<file path="config.mk">
export PLATFORM = sky130hd
export DESIGN_NAME = uart_irq_id
export DESIGN_NICKNAME = d
export VERILOG_FILES = /design/src/rtl/uart_irq_id.sv
export SDC_FILE = /design/constraint.sdc
export NUM_CORES = 1
export LEC_CHECK = 0
export BUFFER_PORTS_ARGS = -buffer_cell sky130_fd_sc_hd__buf_2
export CORE_UTILIZATION = 30
export CTS_CLUSTER_DIAMETER = 200
export CTS_CLUSTER_SIZE = 24
export DETAILED_ROUTE_END_ITERATION = 7
export GPL_ROUTABILITY_DRIVEN = 0
export PLACE_DENSITY = 0.66
export SLEW_MARGIN = 5
export SYNTH_ARGS = -nofsm -noshare
export SYNTH_HDL_FRONTEND = slang
export SYNTH_SLANG_ARGS = --single-unit
</file>
<file path="constraint.sdc">
create_clock -name clk -period 1 [get_ports clk]
set_input_delay 0.05 -clock clk [delete_from_list [all_inputs] [get_ports clk]]
set_output_delay 0.05 -clock clk [all_outputs]
set_load 0.02 [all_outputs]
</file>
<file path="src/rtl/uart_irq_id.sv">
module uart_irq_id (
  input  logic       clk,
  input  logic       rst_n,
  input  logic       set_line,
  input  logic       set_rx,
  input  logic       set_tx,
  input  logic       set_modem,
  input  logic       ier_we,
  input  logic [7:0] ier_wdata,
  input  logic       out2,
  input  logic       force_irq,
  input  logic [1:0] mode,
  input  logic       fifo_en,
  input  logic       rd_iid,
  input  logic       rd_lsr,
  input  logic       rd_msr,
  input  logic       rd_data,
  output logic [3:0] ier_q,
  output logic [7:0] iid,
  output logic       irq
);
  // flag order matches enable bits: 0 rx, 1 tx, 2 line, 3 modem
  logic [3:0] pend, hit, set_v, clr_v;
  logic [2:0] code;
  logic       any, gated, act_q;

  assign hit = pend & ier_q;
  assign any = |hit;

  always_comb begin
    if (hit[2])      code = 3'b011;
    else if (hit[0]) code = 3'b010;
    else if (hit[1]) code = 3'b001;
    else             code = 3'b000;
  end

  assign iid   = {{2{mode[1] & fifo_en}}, 2'b00, code, ~any};
  assign set_v = {set_modem, set_line, set_tx, set_rx};
  assign clr_v = {rd_msr, rd_lsr, rd_iid & any & (code == 3'b001), rd_data};

  always_ff @(posedge clk or negedge rst_n) begin
    if (!rst_n) begin
      pend  <= '0;
      ier_q <= '0;
      act_q <= 1'b0;
    end else begin
      pend  <= (pend & ~clr_v) | set_v;
      act_q <= gated;
      if (ier_we) ier_q <= ier_wdata[3:0];
    end
  end

  assign gated = any & (out2 | force_irq);
  assign irq   = (mode == 2'b00) ? (gated & ~act_q) : gated;
endmodule


</file>
==> results of run 1 <==
-- critical path: cells and delay by family (launching register included) --
kind,cells,cell delay [ns]
DFF,1,0.42
AOI/OAI and AO/OA,1,0.27
and+or+nand+nor,1,0.19
buffers and inverters,1,0.10
-- how the worst max path moves through the flow --
stage,slack (ns),endpoint
floorplan,-0.02,irq
global placement,-0.04,iid[0]
detailed placement,-0.05,iid[0]
CTS,-0.31,iid[0]
global route,-0.35,iid[0]
finish,-0.29,iid[0]
-- final cells by class --
type / instances / area [µm²]
Fill cell: 126 / 556.8
Timing Repair Buffer: 41 / 310.3
Sequential cell: 9 / 227.7
Multi-Input combinational cell: 22 / 191.4
Clock buffer: 4 / 26.28
Inverter: 5 / 18.77
Tap cell: 15 / 18.77
-- state kept, by name (all words and copies together), names as in the netlist --
| register | cells |
|---|---|
| ier_q | 4 |
| pend | 4 |
| act_q | 1 |
-- cells by family after synthesis --
logic type / Yosys count
AOI/OAI and AO/OA: 9
DFF: 9
buffers and inverters: 9
and+or+nand+nor: 6
muxes: 4
other: 1
-- cell usage after synthesis (all sizes together) --
cell / n / area, µm²
dfrtp: 9 / 225.2
inv: 5 / 18.77
buf: 4 / 30.03
mux2: 4 / 45.04
a21o: 3 / 23.77
a22oi: 2 / 33.78
and2: 2 / 12.51
nor2: 2 / 7.510
a211oi: 1 / 12.51
a21oi: 1 / 5.000
a32o: 1 / 10.01
a41oi: 1 / 8.760
conb: 1 / 3.750
nand2: 1 / 3.750
nor3b: 1 / 7.510
-- power breakdown --
group / leakage, µW / internal [µW] / switching, µW
Sequential: 0.0000975 / 399 / 28.4
Clock: 0.0000150 / 154 / 127
Combinational: 0.000297 / 219 / 172
Total: 0.000410 / 771 / 327
-- stage by stage --
stage	area, µm²	power [µW]	cells	utilization, %	setup WS (ns)
detailed placement	653.1	733.9	87	48.38	-0.05073
floorplan	466.7	608.2	40	-	-0.01526
CTS	778.2	1100	96	57.65	-0.3104
global route	793.3	1175	96	58.76	-0.3500
global placement	653.1	729.3	87	48.38	-0.03808
finish	793.3	1098	96	58.76	-0.2860
-- per-layer routing --
| layer | vias to the layer above | share of wire [%] |
|---|---|---|
| met4 | 0 | 0 |
| li1 | 207 | - |
| met2 | 18 | 54 |
| met5 | - | 0 |
| met1 | 199 | 40 |
| met3 | 0 | 5.5 |
-- what timing repair did --
item / CTS / global route
pin swaps: 2 / 2
buffers inserted: 1 / 0
endpoints found under the hold margin: 12 / 0
hold buffers: 4 / 0
endpoints found under the setup margin: 7 / 10
resized for setup: 16 / 5
==> impl_summary.md, run 1 <==
Hold path
The terminating pin of the worst hold path is pend[1]. The tightest min-delay check is of the in2reg type. The worst hold path begins at rd_iid. The worst hold path cell count is 2.

Global route
The most used routing layer in global routing is met2. Entering global routing, the biggest net connects 10 pins. The number of antenna violations at the first check in global routing is 0.

In the global route stage, met2 resource usage came out at 22.22%. The total congestion overflow is 0. The number of global-route vias before repair is 370.

In the global route stage, overall resource usage came out at 13.84%. The fraction of met1 tracks used by global routing is 17.01%. The first global-routing pass estimated 1442 µm of wire. Global routing consumed, on the met3 layer, 1.630% of the routing resources.

Clock tree
TritonCTS built the clock tree. The clock edge transition at the registers on the reported setup and hold paths is 0.06 ns. TritonCTS created 3 clock buffers. The root buffer cell chosen for the clock tree is sky130_fd_sc_hd__clkbuf_4. No sink is reached through more buffers than the 2 on the longest clock path. The CTS sink count is 9. The CTS H-tree depth is 1. The clock reaches the later pin of the worst-skew pair after 0.26 ns.

Floorplanning
The floorplan step defined a die boundary enclosing 0.001652 mm². The cell row count is 13. The core region is 0.001350 mm². The number of placed I/O pins is 37. For this configuration, the core starts out at a cell density of 33.18%.

The chip width is 40.64 µm. The y dimension of the die is 40.64 µm.

Critical path
The kind of end point of the critical path is a primary output. The cell at the slowest stage of the critical path is sky130_fd_sc_hd__dfrtp_1. The maximum fanout along the worst path is 4.

In this run the critical register-to-register path is launched from pend[0]. The worst setup path is launched from a flop. Traced cell by cell, the critical path runs through a22oi_4 -> and2_4 -> buf_6. The critical path is of the reg2out type.

The endpoint identified for the worst register-to-register timing path is pend[1]. The worst endpoint required time is 0.95 ns. STA puts the critical path data arrival time at 1.24 ns.

For the worst flop-to-flop path, the logic depth is 3. The reg2reg setup slack is -0.09 ns. The worst setup path startpoint is pend[0]. The longest individual stage delay on the worst path is 0.42 ns.

Cells and area
The number of diodes is 0. The ratio of cells with drive above 1 in the final layout is 62.96%. In the layout the commonest cells are sky130_fd_sc_hd__buf_2 (21), sky130_fd_sc_hd__buf_6 (12), sky130_fd_sc_hd__dfrtp_1 (7). The commonest non-fill, non-tap cell in the layout is sky130_fd_sc_hd__buf_2.

The area added between synthesis and finish is 77.09%. The net count of the finished layout is 106.

Yosys
The main combinational cell family by area after synthesis is compound AO/OA/AOI/OAI gates. Averaged over all synthesized cells, the footprint is 11.79 µm². Summing the areas of all compound-gate instances in the mapped netlist gives 20.95% of the synthesized area. The synthesized netlist contains 17 unique library cells. The cell count after synthesis came out at 38. The basic-gate share of the synthesized area counting and, or, nand and nor cells is 6.983%.

The XOR/XNOR share of the synthesized area is 0%. Summing every instance area after synthesis gives 447.9 µm². After synthesis, the share of cell area in mux cells is 10.06%. The number of flip-flops and latches in the synthesized netlist is 9.

The arithmetic-cell share of the synthesized area counting full adders, half adders and majority gates is 0%. After synthesis, flip-flops and latches occupy 50.28% of the total area. Yosys printed 0 warnings.

Timing
The minimum period implied by the final worst setup slack is 1.286 ns. The count of endpoints failing hold in the final timing report is 0. For the final database, setup skew stands at 0.001856 ns. The worst-case hold slack is 0.01352 ns. Setup violations remaining at the end of the flow were counted as 6. The maximum clock frequency is 0.7776 GHz. Adding up every negative setup slack in the final design gives -1.114 ns. The final number of max-transition violations is 0. Dividing the final minimum period by the clock period gives 128.6%. Setup repair after global routing could not meet its margin everywhere. The final worst slack is -0.2860 ns.

Routing
Summing over every cut layer, the via total after detailed routing is 424. For this run, the detailed router's first-pass iteration total came to 1. In the routed design, unresolved DRC markers number 0. The detailed router finished its first iteration with 0 violations. The average wire length per cell after detail routing is 10.89 µm. The remaining antenna violation count after routing is 0.

The sum of routed wire length over all layers is 1045 µm. The number of vias per cell after detailed routing is 4.417.

Power and ir drop
The cell leakage power is 0.0004098 µW. In this run the power density over the cells is 1384 mW/mm². IR analysis of the VDD net gives a maximum drop of 603.8 µV.

Flow run
Across the run, the number of max-cap violations was 0.

Outcome
The checks that failed: setup timing. The run finished, with violations left.

Place
The sum of net half-perimeters after detailed placement is 757.8 µm. In this run the tool buffered the top-level ports with 29 buffer cells.
Power figures use the tool's default switching activity.
==> run 2, diff against run 1 <==
==> constraint.sdc (replaced) <==
create_clock -name clk -period 1.35 [get_ports clk]
set_input_delay 0.0675 -clock clk [delete_from_list [all_inputs] [get_ports clk]]
set_output_delay 0.0675 -clock clk [all_outputs]
set_load 0.02 [all_outputs]
==> impl_summary.md, run 2 (synthesis results as in run 1) <==
Clock tree
The tree is rooted in a sky130_fd_sc_hd__clkbuf_4. The number of buffers created by CTS is 3. The clock passes through at most 2 buffers. The CTS tree is yes. The clock latency of the later-clocked register in the worst-skew pair is 0.25 ns.

The clock edge transition at the registers on the reported setup and hold paths is 0.07 ns. The CTS sink count is 9. CTS built an H-tree with a depth of 1.

Global route
The first-pass GRT wire length is 1442 µm. The number of global-route vias before repair is 335. The pin count of the biggest net entering global routing is 10.

The number of antenna violations at the first check in global routing is 0. The combined global-route utilization of all metal layers is 14.30%. The total congestion overflow is 0.

Routing
The sum of routed wire length over all layers is 1046 µm. The detailed router finished its first iteration with 5 violations. The number of vias in the routed layout is 401. Before antenna repair, the detailed router went through 4 iterations.

The remaining antenna violation count after routing is 0. The average wire length per cell after detail routing is 11.37 µm. The count of unresolved DRC violations after routing is 0. The number of vias per cell after detailed routing is 4.359.

Floorplanning
The initial core utilization is 33.18%. The number of placed I/O pins is 37. The cell row count is 13. The region available for standard cell placement spans 0.001350 mm².

In this run the horizontal extent of the chip is 40.64 µm. The y dimension of the die is 40.64 µm. The die covers 0.001652 mm².

Critical path
The longest individual stage delay on the worst path is 0.44 ns. The slowest stage of the critical path is the sky130_fd_sc_hd__dfrtp_2 cell. The kind of launch point of the worst setup path is a flop. Walking the worst path, the cells encountered are a22oi_4 -> and2_4 -> buf_4. Of all nets on the critical path, the largest fanout is 5. At the worst endpoint, the required time is 1.28 ns. For the worst flop-to-flop path, the logic depth is 3.

The combined buffer and inverter count along the critical path is 1. The reg-to-reg critical path endpoint is ier_q[0]. STA puts the critical path data arrival time at 1.22 ns. The cell family contributing the most delay on the critical path is flip-flops. The startpoint of the worst-slack reg-to-reg timing path is ier_q[0]. The kind of critical path is reg2out. The reg2reg setup slack is 0.30 ns.

The kind of end point of the critical path is a primary output.

Flow run
Across the run, the number of max-cap violations was 0.

Cells and area
For this run, the number of standard cells in the final layout without fillers is 92. The area of all placed cells without fillers is 694.4 µm². Relative to the synthesized area, the layout overhead comes to 55.03%. The number of diodes is 0. The largest registers in the layout are ier_q (4), pend (4), act_q (1). Cells fill 51.44% of the core in the end.

The commonest non-fill, non-tap cell in the layout is sky130_fd_sc_hd__buf_2. The net total in the final layout is 102. The ratio of cells with drive above 1 in the final layout is 62.34%. In the layout the commonest cells are sky130_fd_sc_hd__buf_2 (28), sky130_fd_sc_hd__dfrtp_1 (6), sky130_fd_sc_hd__inv_1 (5), sky130_fd_sc_hd__buf_4 (5).

Hold path
In this run the most critical hold path is launched from rd_iid. The worst hold path belongs to the class in2reg. Counting instances, the worst hold path has a depth of 2. The path with the worst hold slack has its endpoint at pend[1].

Timing
The maximum clock frequency is 0.7778 GHz. Hold timing on the final database bottoms out at a slack of 0.02640 ns. The count of endpoints failing hold in the final timing report is 0.

After routing, the total negative slack on setup checks comes to 0 ns. The clock skew is 0.007207 ns. Setup violations remaining at the end of the flow were counted as 0. The minimum period implied by the final worst setup slack is 1.286 ns. The final number of max-transition violations is 0. The final period utilization is 95.24%.

Power and ir drop
The cell leakage power is 0.0003684 µW. The worst vdd rail ir drop is 607.7 µV. The areal power density over the cells is 1066 mW/mm².

Place
Once placement finished, the instance area stood at 589.3 µm². Once detailed placement completed, the half-perimeter wirelength came to 759.9 µm. The count of input and output buffers is 29. In this run, placement finished with an instance count of 80.

Outcome
The flow ran to the end, and the final reports show no timing, DRC or antenna violations.
[run 2: what timing repair did]
item / CTS / global route
hold endpoints to repair: 12 / 0
buffers inserted: 0 / 4
endpoints found under the setup margin: 0 / 2
resized for setup: 0 / 5
hold buffers: 4 / 0
[run 2: worst max path at each step]
stage          startpoint     end  slack (ns)  cells after the start
2_1_floorplan    ier_q[1]     irq        0.25                      2
3_3_place_gp      pend[0]  iid[0]        0.33                      3
3_5_place_dp      pend[0]  iid[0]        0.30                      3
4_1_cts           pend[0]  iid[0]        0.01                      3
5_1_grt           pend[0]  iid[0]      -0.005                      3
6_report          pend[0]  iid[0]        0.06                      3
[run 2: per-layer routing]
layer	GRT usage (%)	wire, µm
met4	10.00	12
met2	25.00	516
met5	0	0
met1	14.97	452
met3	3.261	64
[run 2: layout make-up]
class | count | area [µm²]
fillers | 127 | 655.6
clock buffers | 4 | 26.28
well taps | 15 | 18.77
flip-flops and latches | 9 | 229.0
multi-input cells | 22 | 183.9
repair buffers | 37 | 217.7
inverters | 5 | 18.77
[run 2: power breakdown]
group	switching [µW]	leakage, µW	internal, µW	total, µW
registers	23.9	0.0000968	296	320
clock network	91.0	0.0000150	114	205
logic	107	0.000257	109	216
total	222	0.000368	518	740
[run 2: per-stage QoR]
stage,setup WS (ns),power (µW)
floorplan,0.2474,438.8
global placement,0.3263,501.9
detailed placement,0.2987,506.2
CTS,0.01025,725.3
global route,-0.004931,789.9
finish,0.06427,740.2
